**src/rtl/iq_fmt_pkg.sv**
```systemverilog
package iq_fmt_pkg;

  typedef enum logic [1:0] {
    TAG_I    = 2'b00,
    TAG_Q    = 2'b01,
    TAG_RSSI = 2'b10,
    TAG_IQ8  = 2'b11
  } word_tag_e;

  typedef enum logic [1:0] {
    ST_IDLE = 2'b00,
    ST_Q    = 2'b01,
    ST_RSSI = 2'b10
  } seq_st_e;

  // Port divisor for a 2-bit code: 1, 2, 4 or 8.
  function automatic logic [3:0] div_of(input logic [1:0] code);
    return 4'd1 << code;
  endfunction

  // Index of the lowest set bit, or -1 when none is set.
  function automatic int lowest_set(input logic [31:0] v);
    int r;
    r = -1;
    for (int k = 31; k >= 0; k--) begin
      if (v[k]) r = k;
    end
    return r;
  endfunction

endpackage

```
**src/rtl/iq_pclk_gen.sv**
```systemverilog
module iq_pclk_gen (
  input  logic       clk,
  input  logic       rst_n,
  input  logic       master_cfg,
  input  logic [1:0] div_code,
  input  logic       pclk_in,
  output logic       tick,
  output logic       pclk_out,
  output logic       pclk_oe
);
  import iq_fmt_pkg::*;

  logic       master_q;
  logic [2:0] cnt;
  logic [2:0] cnt_n;
  logic [2:0] sync_q;
  logic [3:0] div;
  logic       m_tick;
  logic       s_tick;

  assign div    = div_of(div_code);
  assign m_tick = master_q && ({1'b0, cnt} >= (div - 4'd1));
  assign s_tick = !master_q && sync_q[1] && !sync_q[2];
  assign tick   = m_tick || s_tick;
  assign cnt_n  = (!master_q || m_tick) ? 3'd0 : cnt + 3'd1;
  assign pclk_oe = master_q;

  always_ff @(posedge clk or negedge rst_n) begin
    if (!rst_n) begin
      master_q <= 1'b0;
      cnt      <= '0;
      sync_q   <= '0;
      pclk_out <= 1'b0;
    end else begin
      master_q <= master_cfg;
      cnt      <= cnt_n;
      sync_q   <= {sync_q[1:0], pclk_in};
      pclk_out <= master_cfg && ((div == 4'd1) || ({1'b0, cnt_n} < (div >> 1)));
    end
  end

endmodule

```
**src/rtl/iq_chan_hold.sv**
```systemverilog
module iq_chan_hold #(
  parameter int DW = 16
) (
  input  logic          clk,
  input  logic          rst_n,
  input  logic          en,
  input  logic          smp_vld,
  input  logic [DW-1:0] smp_i,
  input  logic [DW-1:0] smp_q,
  input  logic          rssi_upd,
  input  logic [DW-1:0] rssi_val,
  input  logic          take,
  input  logic          rssi_clr,
  output logic          pend,
  output logic [DW-1:0] hold_i,
  output logic [DW-1:0] hold_q,
  output logic [DW-1:0] rssi_q,
  output logic          fresh,
  output logic          ovf,
  output logic          ovf_evt
);

  logic accept;

  assign accept  = smp_vld && en;
  assign ovf_evt = accept && pend && !take;

  always_ff @(posedge clk or negedge rst_n) begin
    if (!rst_n) begin
      pend   <= 1'b0;
      hold_i <= '0;
      hold_q <= '0;
      rssi_q <= '0;
      fresh  <= 1'b0;
      ovf    <= 1'b0;
    end else begin
      if (accept) begin
        hold_i <= smp_i;
        hold_q <= smp_q;
      end
      if (ovf_evt) ovf <= 1'b1;
      pend <= accept ? 1'b1 : (take ? 1'b0 : pend);
      if (rssi_upd) rssi_q <= rssi_val;
      fresh <= rssi_upd ? 1'b1 : (rssi_clr ? 1'b0 : fresh);
    end
  end

endmodule

```
**src/rtl/iq_port_seq.sv**
```systemverilog
module iq_port_seq #(
  parameter int NCH = 6,
  parameter int DW  = 16,
  parameter int CHW = 3
) (
  input  logic                    clk,
  input  logic                    rst_n,
  input  logic                    tick,
  input  logic [NCH-1:0]          eligible,
  input  logic [NCH-1:0]          fresh,
  input  logic [NCH-1:0][DW-1:0]  hold_i,
  input  logic [NCH-1:0][DW-1:0]  hold_q,
  input  logic [NCH-1:0][DW-1:0]  rssi,
  input  logic                    fmt_par,
  input  logic                    rssi_every,
  output logic [NCH-1:0]          take,
  output logic [NCH-1:0]          rssi_clr,
  output logic                    out_valid,
  output logic [1:0]              out_tag,
  output logic [CHW-1:0]          out_ch,
  output logic [DW-1:0]           out_data
);
  import iq_fmt_pkg::*;

  localparam int HW = DW / 2;

  function automatic logic [DW-1:0] pack_halves(input logic [DW-1:0] a, input logic [DW-1:0] b);
    return {a[DW-1 -: HW], b[DW-1 -: HW]};
  endfunction

  seq_st_e        st;
  logic [DW-1:0]  q_lat;
  logic [DW-1:0]  r_lat;
  logic           need_r;
  int             sel;
  logic           found;
  logic [CHW-1:0] sel_ch;
  logic           grant;
  logic           need_now;

  always_comb begin
    sel      = lowest_set(32'(eligible));
    found    = (sel >= 0);
    sel_ch   = sel[CHW-1:0];
    grant    = tick && (st == ST_IDLE) && found;
    need_now = rssi_every || fresh[sel_ch];
    take     = '0;
    rssi_clr = '0;
    if (grant) begin
      take[sel_ch]     = 1'b1;
      rssi_clr[sel_ch] = need_now;
    end
  end

  always_ff @(posedge clk or negedge rst_n) begin
    if (!rst_n) begin
      st        <= ST_IDLE;
      q_lat     <= '0;
      r_lat     <= '0;
      need_r    <= 1'b0;
      out_valid <= 1'b0;
      out_tag   <= TAG_I;
      out_ch    <= '0;
      out_data  <= '0;
    end else begin
      out_valid <= 1'b0;
      if (tick) begin
        unique case (st)
          ST_IDLE: begin
            if (found) begin
              q_lat     <= hold_q[sel_ch];
              r_lat     <= rssi[sel_ch];
              need_r    <= need_now;
              out_valid <= 1'b1;
              out_ch    <= sel_ch;
              if (fmt_par) begin
                out_tag  <= TAG_IQ8;
                out_data <= pack_halves(hold_i[sel_ch], hold_q[sel_ch]);
                st       <= need_now ? ST_RSSI : ST_IDLE;
              end else begin
                out_tag  <= TAG_I;
                out_data <= hold_i[sel_ch];
                st       <= ST_Q;
              end
            end
          end
          ST_Q: begin
            out_valid <= 1'b1;
            out_tag   <= TAG_Q;
            out_data  <= q_lat;
            st        <= need_r ? ST_RSSI : ST_IDLE;
          end
          default: begin
            out_valid <= 1'b1;
            out_tag   <= TAG_RSSI;
            out_data  <= r_lat;
            st        <= ST_IDLE;
          end
        endcase
      end
    end
  end

endmodule

```
**src/rtl/iq_port_fmt.sv**
```systemverilog
module iq_port_fmt #(
  parameter int NCH = 6,
  parameter int DW  = 16
) (
  input  logic                     clk_fast,
  input  logic                     rst_n,
  input  logic [NCH-1:0]           ch_en,
  input  logic                     fmt_par,
  input  logic                     rssi_every,
  input  logic                     pclk_master,
  input  logic [1:0]               pclk_div,
  input  logic                     pclk_in,
  output logic                     pclk_out,
  output logic                     pclk_oe,
  input  logic [NCH-1:0]           smp_vld,
  input  logic [NCH*DW-1:0]        smp_i,
  input  logic [NCH*DW-1:0]        smp_q,
  input  logic [NCH-1:0]           rssi_upd,
  input  logic [NCH*DW-1:0]        rssi_val,
  output logic                     out_valid,
  output logic [1:0]               out_tag,
  output logic [$clog2(NCH)-1:0]   out_ch,
  output logic [DW-1:0]            out_data,
  output logic [NCH-1:0]           overflow
);
  localparam int CHW = $clog2(NCH);

  logic                   port_tick;
  logic [NCH-1:0]         pend_v;
  logic [NCH-1:0]         fresh_v;
  logic [NCH-1:0]         take_v;
  logic [NCH-1:0]         rclr_v;
  logic [NCH-1:0]         ovf_evt_v;
  logic [NCH-1:0][DW-1:0] hold_i_v;
  logic [NCH-1:0][DW-1:0] hold_q_v;
  logic [NCH-1:0][DW-1:0] rssi_v;

  iq_pclk_gen u_pclk (
    .clk        (clk_fast),
    .rst_n      (rst_n),
    .master_cfg (pclk_master),
    .div_code   (pclk_div),
    .pclk_in    (pclk_in),
    .tick       (port_tick),
    .pclk_out   (pclk_out),
    .pclk_oe    (pclk_oe)
  );

  for (genvar c = 0; c < NCH; c++) begin : g_ch
    iq_chan_hold #(.DW(DW)) u_hold (
      .clk      (clk_fast),
      .rst_n    (rst_n),
      .en       (ch_en[c]),
      .smp_vld  (smp_vld[c]),
      .smp_i    (smp_i[c*DW +: DW]),
      .smp_q    (smp_q[c*DW +: DW]),
      .rssi_upd (rssi_upd[c]),
      .rssi_val (rssi_val[c*DW +: DW]),
      .take     (take_v[c]),
      .rssi_clr (rclr_v[c]),
      .pend     (pend_v[c]),
      .hold_i   (hold_i_v[c]),
      .hold_q   (hold_q_v[c]),
      .rssi_q   (rssi_v[c]),
      .fresh    (fresh_v[c]),
      .ovf      (overflow[c]),
      .ovf_evt  (ovf_evt_v[c])
    );
  end

  iq_port_seq #(.NCH(NCH), .DW(DW), .CHW(CHW)) u_seq (
    .clk        (clk_fast),
    .rst_n      (rst_n),
    .tick       (port_tick),
    .eligible   (pend_v & ch_en),
    .fresh      (fresh_v),
    .hold_i     (hold_i_v),
    .hold_q     (hold_q_v),
    .rssi       (rssi_v),
    .fmt_par    (fmt_par),
    .rssi_every (rssi_every),
    .take       (take_v),
    .rssi_clr   (rclr_v),
    .out_valid  (out_valid),
    .out_tag    (out_tag),
    .out_ch     (out_ch),
    .out_data   (out_data)
  );

endmodule

```
**config.mk**
```make
export PLATFORM = sky130hd
export DESIGN_NAME = iq_port_fmt
export DESIGN_NICKNAME = d
export VERILOG_FILES = /design/src/rtl/iq_fmt_pkg.sv /design/src/rtl/iq_pclk_gen.sv /design/src/rtl/iq_chan_hold.sv /design/src/rtl/iq_port_seq.sv /design/src/rtl/iq_port_fmt.sv
export SDC_FILE = /design/constraint.sdc
export NUM_CORES = 1
export LEC_CHECK = 0
export BUFFER_PORTS_ARGS = -buffer_cell sky130_fd_sc_hd__buf_2
export CAP_MARGIN = 15
export CORE_MARGIN = 2
export CORE_UTILIZATION = 55
export CTS_CLUSTER_SIZE = 28
export DETAILED_ROUTE_END_ITERATION = 10
export PLACE_DENSITY = 0.87
export SLEW_MARGIN = 20
export SYNTH_ARGS = -nofsm -noshare
export SYNTH_HDL_FRONTEND = slang
export SYNTH_SLANG_ARGS = --single-unit
```
**constraint.sdc**
```tcl
create_clock -name clk_fast -period 4 [get_ports clk_fast]
set_input_delay 1 -clock clk_fast [delete_from_list [all_inputs] [get_ports clk_fast]]
set_output_delay 1 -clock clk_fast [all_outputs]
set_load 0.01 [all_outputs]
```
### After elaboration in Yosys (flattened, before gate mapping)

Index checks and enable logic that the tools add are counted.

* add/sub/neg operators: 2
* $mul: 0
* div/mod/pow operators: 0
* magnitude comparators: 5
* eq/ne operators: 3
* shift operators: 1
* muxes and demuxes: 57
* bitwise gates (word level): 2
* reduce and logical (&&, ||, !) cells: 52

Operators by type and width (count)
* $mux W32: 6
* $bmux W16 S3: 3
* $mux W16: 4
* $ge A32 B1 Y1 const B: 1
* $pmux W16 S2: 1
* $mux W1: 29
* $logic_and A1 B1 Y1: 25
* $reduce_bool A2 Y1: 12
* $and A6 B6 Y6: 2
* $mux W2: 6
* $mux W6: 2
* $logic_not A1 Y1: 8
* $mux W8: 1
* $pmux W2 S2: 2
* $eq A4 B1 Y1 const B: 1
* $ge A3 B4 Y1: 1
* $logic_or A1 B1 Y1: 4
* $lt A3 B4 Y1 const B: 1
* $shl A1 B2 Y4 const A: 1
* $sub A4 B1 Y4 const B: 1
* $add A3 B1 Y3 const B: 1
* $bmux W1 S3: 1
* $demux W1 S3: 1
* $ge A3 B1 Y1 const B: 1
* other kinds (7): 7

* bits in registers: 371
* bits in latches: 0
* bits in writable memories: 0
* ROM bits: 0
* bits of input ports: 314
* output and inout port bits: 30
* logic and storage cells: 170
* memories: 0

### Logic depth before layout (Yosys ltp)

Gate-level depths: netlist of run 1.

* depth after elaboration: 15
* depth in mapped cells: 12
* depth with buffers taken out: 11

### By module

A second synthesis of run 1 with hierarchy kept.

* cells, all modules: 1276
* area total of the unflattened synthesis: 17382.9 um^2

By module, submodules not included
* iq_chan_hold: instances 6, cells each 111, area each 2018.2 um^2, sequential area each 1276.2 um^2
* iq_port_seq: instances 1, cells each 567, area each 4825.9 um^2, sequential area each 1426.4 um^2
* iq_pclk_gen: instances 1, cells each 37, area each 410.4 um^2, sequential area each 200.2 um^2
* iq_port_fmt: instances 1, cells each 6, area each 37.5 um^2, sequential area each 0.0 um^2

### Worst setup path before layout of run 1

OpenSTA, ideal clock, no wires.

* path kind: in2reg
* start point: input pclk_div[1]
* end point: register u_seq.q_lat[10]
* library setup time: 0.125 ns
* arrival time: 2.903 ns
* data required time: 3.875 ns
* path slack: 0.972 ns
* stages on the path: 10
* buffers on the path: 3
* cell sequence: or2_2 > ha_1 > nor2b_1 > o211ai_1 > and3_1 > buf_2 > nor2b_1 > buf_2 > buf_2 > mux2_2

* word-level cells in the longest chain between the ends: 6

RTL lines
* from (decl): line iq_port_fmt.sv:11 `input logic [1:0] pclk_div,`
* $shl A1 B2 Y4: line iq_fmt_pkg.sv:18 `return 4'd1 << code;`
* $sub A4 B1 Y4: line iq_pclk_gen.sv:22 `assign m_tick = master_q && ({1'b0, cnt} >= (div - 4'd1));`
* $ge A3 B4 Y1: line iq_pclk_gen.sv:22
* $logic_and A1 B1 Y1: line iq_pclk_gen.sv:22
* $logic_or A1 B1 Y1: line iq_pclk_gen.sv:24 `assign tick = m_tick || s_tick;`
* $reduce_and A3 Y1 (no source line)
* to (signal assigned): line iq_port_seq.sv:71 `q_lat <= hold_q[sel_ch];`
* to (decl): line iq_port_seq.sv:32 `logic [DW-1:0] q_lat;`

No other way between the ends.
A chain may end at the register's enable or synchronous reset.

### Worst setup path after layout of run 1

* start point: input ch_en[3]
* end point: register u_seq.r_lat[0]

* word-level cells in the longest chain between the ends: 7
* elaborated cells between the ends (all ways): 9
* classes of those cells: 1 x order compare; 6 x mux; 1 x bitwise; 1 x reduce/logical

RTL lines
* from (decl): line iq_port_fmt.sv:7 `input logic [NCH-1:0] ch_en,`
* $and A6 B6 Y6 (*): line iq_port_fmt.sv:75 `.eligible (pend_v & ch_en),`
* $mux W32 (*) (4 in series): line iq_fmt_pkg.sv:26 `if (v[k]) r = k;`
* $ge A32 B1 Y1 / $bmux W16 S3 (equally long branches): line iq_port_seq.sv:43, iq_port_seq.sv:72
* $reduce_and A3 Y1 (no source line) / $mux W16 (equally long branches)
* to (signal assigned): line iq_port_seq.sv:72 `r_lat <= rssi[sel_ch];`
* to (decl): line iq_port_seq.sv:33 `logic [DW-1:0] r_lat;`

Every way passes the cells marked *; elsewhere a longest branch is shown, timed or not. The select of a mux whose other input is x is not followed.

==> metrics, run 1 <==
Initial Util=56.19%; RSZ-0062 raised after global routing=false; CTS tree=yes; vias per cell=6.173; top layer in use=met5; Placed Area=18410 um2; crit-path cells=buf_2 > and2_1 > o21ai_4 > o21ai_1 > buf_4 > a221o_1 > a222oi_1 > a21oi_1; CTS sink count=371; status=completed; sequential area share after synthesis=57.26%; largest family of logic cells by synthesized area=multiplexers; Total GRT Usage=32.43%; XOR/XNOR Fraction of Synth Area=0.05402%; Die Y=175.7 um; fraction of layout cells with a size suffix above 1=45.88%; Worst Path Class, Setup=input port to flip-flop; htree depth=2; num rows=62; Crit Path Max Fanout=30; GR Overflow Total=0; Max IR drop VDD=0.3479 mV; Pins Over Slew Limit=0; Final Instance Area=19830 um2; Achievable Freq=331.8 MHz; number of remaining DRC errors=0; antenna violations before repair=14; RR Endpoint=u_seq.r_lat[0]; later-pin clock latency in the skew report=0.52 ns; Final ANT Viol Nets=0; Least-Margin Pin Slew=1.136 ns; synthesized flop and latch total=371; TritonCTS Buffers=39; port buffer count=343; mux cell area share after synthesis=20.83%; worst rel slew slack=23.97%; final net count=1951; # setup viols final=0; final worst-path cycle share=75.34%; cells after synthesis=1306; synth warn=0; Netlist cell types=46; Layout Cells excl Fill=2052; FILL cells=2052; Hold Violations, Final=0; WL final=50210 um; # Post-CTS Setup Buffers=0; total of max-cap violations=0; CTS root buffer=clkbuf_16; per-cell routed wire length=24.47 um; Reg2Reg Setup Slack=1.17 ns; post-synthesis adder-cell area fraction=0.4630%; Leak Pwr=0.008883 uW; Hold Crit Start=u_pclk.sync_q[0]; largest net degree at the start of global routing=105; arrival time at the worst endpoint=3.41 ns; clock slew at reported path FFs=0.06 ns; Worst setup EP type=flip-flop; I/O pins=344; max incr delay on CP=0.91 ns; reg2reg start=g_ch[3].u_hold.pend; compound-gate portion of the synthesized area=12.46%; DR pass1 iterations=5; clk buf depth=3; DP Wirelength=36020 um; 1st-iter DRT viols=1114; worst hold stages=0; HP Class=flip-flop to flip-flop; area occupied by multi-input gates=6560 um2; GPL Wtd Cong=0.9485; first-pass GRT wire length=75350 um; Horiz. Die Dim=175.7 um; Die Area=30870 um2; Core Area=28860 um2; Max stage delay cell, worst path=o21ai_4; power per cell area=596.5 nW/um2; Mapped Area=16210 um2; vias in the first global route=13150; post-synthesis simple-gate area fraction=6.243%; storage element area=9284 um2; Hold Path End=u_pclk.sync_q[1]; Setup Skew=0.01549 ns; CTS Hold Buffers Added=0; post-CTS sizing=0; DR WL met2=23640 um; Vias=12670; Final min period=3.013 ns; Placed Instances=1974; Reg2Reg Depth=7; WP data required=4.40 ns; met3 routed WL=5229 um; final setup TNS=0 ns; crit start category=input port; Met1 Wirelength=19010 um; Mapped Avg Cell Area=12.42 um2; Syn Nets=1626; Area Overhead vs Synth=22.29%
critical path: cells and delay by family:
| kind | cells | cell delay (ns) |
|---|---|---|
| AO/OA/AOI/OAI | 5 | 1.80 |
| buffers and inverters | 2 | 0.36 |
| AND/OR/NAND/NOR | 1 | 0.23 |
synth_stat cells (all sizes together):
master   number  area (um2)
a31oi        37       231.5
mux2        299        3367
and2          5       31.28
nor2b         3       18.77
buf          42       226.5
nor3          3       20.02
inv           4       15.01
a22oi        26       195.2
o2111ai       1       8.760
mux2i         1       10.01
a211o         9       78.83
a41o          4       40.04
a221oi       33       289.0
o21bai        3       22.52
a22o          7       61.31
a21oi        68       344.1
o211ai       10       75.07
nand2b        3       18.77
clkbuf       52       195.2
ha            6       75.07
a221o        12       120.1
and3          4       25.02
nor2         60       230.2
o221ai       24       210.2
nand3        13       65.06
o22ai         8       50.05
a211oi        9       80.08
xnor2         1       8.760
nand4         1       6.260
o21ai        24       123.9
dfrtp       371        9284
nand2       151       569.3
a21o          4       30.03
nor4          1       21.27
or2           1       6.260
a222oi        6       60.06
registers in the layout (all words and copies together), names as in the netlist, 6 cells and up:
| register | cells |
|---|---|
| u_seq.q_lat | 16 |
| u_seq.out_data | 16 |
| u_seq.r_lat | 16 |
| g_ch.u_hold.hold_q | 96 |
| g_ch.u_hold.rssi_q | 96 |
| g_ch.u_hold.pend | 6 |
| g_ch.u_hold.hold_i | 96 |
| g_ch.u_hold.ovf | 6 |
| g_ch.u_hold.fresh | 6 |
placed cells by master (no fill, tap or decap), drive strengths merged, types with 2 or more instances in the layout:
| cell type | netlist | layout |
|---|---|---|
| a22o | 7 | 7 |
| a211o | 9 | 9 |
| nand2b | 3 | 3 |
| diode | 0 | 7 |
| clkbuf | 52 | 55 |
| a222oi | 6 | 6 |
| a221oi | 33 | 33 |
| a31oi | 37 | 37 |
| inv | 4 | 4 |
| a41o | 4 | 4 |
| a211oi | 9 | 9 |
| dfrtp | 371 | 371 |
| bufinv | 0 | 6 |
| o221ai | 24 | 24 |
| o21bai | 3 | 3 |
| ha | 6 | 6 |
| and3 | 4 | 4 |
| o22ai | 8 | 8 |
| buf | 42 | 378 |
| o211ai | 10 | 10 |
| clkinvlp | 0 | 2 |
| a22oi | 26 | 26 |
| a21oi | 68 | 68 |
| nand2 | 151 | 151 |
| nor2b | 3 | 3 |
| nor2 | 60 | 60 |
| a221o | 12 | 12 |
| nand3 | 13 | 13 |
| mux2 | 299 | 299 |
| and2 | 5 | 5 |
| o21ai | 24 | 24 |
| a21o | 4 | 4 |
| nor3 | 3 | 3 |
| clkinv | 0 | 8 |
cell type report:
| class | instances | area share (%) |
|---|---|---|
| Antenna cell | 7 | 0.08834 |
| Clock buffer | 55 | 5.843 |
| Clock inverter | 16 | 1.186 |
| Inverter | 4 | 0.07572 |
| Multi-Input combinational cell | 837 | 33.09 |
| Sequential cell | 371 | 46.82 |
| Tap cell | 384 | 2.423 |
| Timing Repair Buffer | 378 | 10.48 |
worst max-delay path by stage:
stage / startpoint / end / slack, ns / cells after the start
2_1_floorplan: pclk_div[1] / u_seq.q_lat[10] / 0.97 / 10
6_report: ch_en[3] / u_seq.r_lat[0] / 0.99 / 8
3_5_place_dp: pclk_div[1] / u_seq.r_lat[2] / 0.51 / 10
5_1_grt: ch_en[3] / u_seq.r_lat[4] / 0.89 / 8
4_1_cts: pclk_div[1] / u_seq.r_lat[2] / 1.03 / 10
3_3_place_gp: pclk_div[1] / u_seq.r_lat[6] / 0.64 / 10
power breakdown:
part           leakage, uW  switching [uW]  total (uW)  internal, uW
sequential         0.00429             522        4980          4460
combinational      0.00391            1700        2950          1250
clock             0.000686            1490        3900          2410
total              0.00888            3710       11800          8120
logic make-up (layout without fill, tap and decap cells):
kind of cell | Yosys count | in the layout
AO/OA/AOI/OAI | 285 | 285
other | 0 | 7
adder cells (fa/ha/maj) | 6 | 6
buffers and inverters | 98 | 453
flip-flops | 371 | 371
multiplexers | 300 | 300
XOR/XNOR | 1 | 1
AND/OR/NAND/NOR | 245 | 245
metrics by stage:
| stage | utilization [%] | hold slack (ns) | worst slack (ns) | total power [uW] |
|---|---|---|---|---|
| after floorplan | - | 0.3312 | 0.9722 | 6625 |
| after global placement | 63.81 | 0.3454 | 0.6352 | 7757 |
| after detailed placement | 63.81 | 0.3614 | 0.5139 | 7900 |
| after CTS | 68.64 | 0.3738 | 1.032 | 11790 |
| after global routing | 68.68 | 0.3686 | 0.8902 | 12290 |
| final | 68.71 | 0.3674 | 0.9866 | 11830 |
per-layer routing:
metal	up-vias	GRT usage (%)
met5	-	0
met4	14	14.08
met3	166	8.918
met2	768	53.07
met1	6250	40.68
li1	5470	-
Note: power is estimated with default switching activity, not from simulation.
==> run 2: changes to the inputs <==
--- a/config.mk
+++ b/config.mk
@@ -8,10 +8,10 @@
 export BUFFER_PORTS_ARGS = -buffer_cell sky130_fd_sc_hd__buf_2
 export CAP_MARGIN = 15
 export CORE_MARGIN = 2
-export CORE_UTILIZATION = 55
+export CORE_UTILIZATION = 50
 export CTS_CLUSTER_SIZE = 28
 export DETAILED_ROUTE_END_ITERATION = 10
-export PLACE_DENSITY = 0.87
+export PLACE_DENSITY = 0.84
 export SLEW_MARGIN = 20
 export SYNTH_ARGS = -nofsm -noshare
 export SYNTH_HDL_FRONTEND = slang
==> constraint.sdc (replaced) <==
create_clock -name clk_fast -period 2.7 [get_ports clk_fast]
set_input_delay 0.675 -clock clk_fast [delete_from_list [all_inputs] [get_ports clk_fast]]
set_output_delay 0.675 -clock clk_fast [all_outputs]
set_load 0.01 [all_outputs]
==> metrics, run 2 (synthesis results as in run 1) <==
most frequent cells in the layout=dfrtp_1 (371), buf_2 (342), mux2_2 (299), nand2_1 (146), buf_4 (76); Area Overhead vs Synth=25.90%; GPL Wtd Cong=0.9460; Pins Over Slew Limit=0; I/O pins=344; DR pass1 iterations=7; final net count=2013; worst rel slew slack=47.32%; Hold Violations, Final=0; clock slew at reported path FFs=0.06 ns; WP data required=3.14 ns; num rows=65; Initial Util=51.12%; # Post-CTS Setup Buffers=0; hold slack=0.1669 ns; final setup TNS=0 ns; commonest non-fill, non-tap cell in the layout=dfrtp_1; arrival time at the worst endpoint=2.91 ns; Vias=13150; Horiz. Die Dim=184.1 um; GR Overflow Total=0; clk buf depth=3; Max IR drop VDD=0.5702 mV; per-cell routed wire length=24.49 um; Die Area=33890 um2; Leak Pwr=0.009217 uW; final worst-path cycle share=91.20%; status=completed; crit start category=input port; vias per cell=6.168; number of remaining DRC errors=0; WL final=52180 um; Worst Path Class, Setup=input port to flip-flop; Achievable Freq=406.1 MHz; post-CTS sizing=0; CTS sink count=371; first-pass GRT wire length=78960 um; antenna violations before repair=12; Final ANT Viol Nets=0; Die Y=184.1 um; DP Wirelength=38370 um; Placed Instances=2053; port buffer count=343; CTS root buffer=clkbuf_16; fraction of layout cells with a size suffix above 1=47.56%; Core Area=31720 um2; Reg2Reg Depth=11; 1st-iter DRT viols=1090; Final min period=2.462 ns; htree depth=2; Top Registers=g_ch.u_hold.hold_i: 96 flops, g_ch.u_hold.hold_q: 96 flops, g_ch.u_hold.rssi_q: 96 flops; later-pin clock latency in the skew report=0.53 ns; Crit Path Max Fanout=3; total of max-cap violations=0; Setup Skew=0.008113 ns; CTS tree=yes; Least-Margin Pin Slew=0.7902 ns; HP Class=input port to asynchronous set/reset pin; # setup viols final=0; TritonCTS Buffers=40; RSZ-0062 raised after global routing=false; power per cell area=870.5 nW/um2; vias in the first global route=13520; Layout Cells excl Fill=2131; largest net degree at the start of global routing=87; Total GRT Usage=31.14%; CTS Hold Buffers Added=0; Worst setup EP type=flip-flop
## run 2: final timing paths
path,endpoint,from,slack (ns)
worst max-delay path,u_pclk.pclk_out,pclk_div[1],0.24
worst min-delay path,g_ch[1].u_hold.hold_i[9],rst_n,0.17
worst max register to register,u_pclk.pclk_out,u_pclk.cnt[0],0.36
worst min register to register,u_pclk.sync_q[1],u_pclk.sync_q[0],0.35
max in group asynchronous,g_ch[3].u_hold.rssi_q[2],rst_n,1.78
min in group clk_fast,u_pclk.sync_q[0],pclk_in,0.25
## run 2: final cells by class
class,count,area [um2]
Clock inverter,12,160.2
Sequential cell,371,9284
Fill cell,2331,11300
Antenna cell,9,22.52
Inverter,4,15.01
Tap cell,402,503.0
Multi-Input combinational cell,837,6545
Timing Repair Buffer,439,2698
Clock buffer,57,1186
## run 2: worst max-delay path: stages
cell	delay [ns]
buf_2	0.11
or2_2	0.32
ha_1	0.29
nor2b_1	0.17
o21bai_1	0.08
a21oi_1	0.18
nand2_1	0.12
nor2_1	0.21
ha_1	0.28
o21ai_0	0.14
nand2b_1	0.12
a31oi_1	0.20
## run 2: routing by layer
| layer | up-vias | part of all wire (%) | track usage, % |
|---|---|---|---|
| li1 | 5585 | - | - |
| met1 | 6573 | 38 | 40.00 |
| met2 | 795 | 47 | 50.90 |
| met3 | 178 | 10 | 7.211 |
| met4 | 14 | 4.6 | 13.18 |
| met5 | - | 0.16 | 0 |
## run 2: power by group
| part | total, uW | internal (uW) | switching, uW |
|---|---|---|---|
| Combinational | 4800 | 2140 | 2670 |
| Clock | 5620 | 3420 | 2200 |
| Sequential | 7340 | 6610 | 735 |
## run 2: stage by stage
step | worst slack [ns] | power [uW] | area [um2] | utilization, %
6_report | 0.2377 | 17770 | 20410 | 64.36
5_1_grt | 0.1111 | 18500 | 20390 | 64.30
4_1_cts | 0.3545 | 17750 | 20390 | 64.29
3_5_place_dp | -0.1329 | 12110 | 19040 | 60.04
3_3_place_gp | 0.02585 | 11910 | 19040 | 60.04
2_1_floorplan | 0.04058 | 9819 | 16220 | -
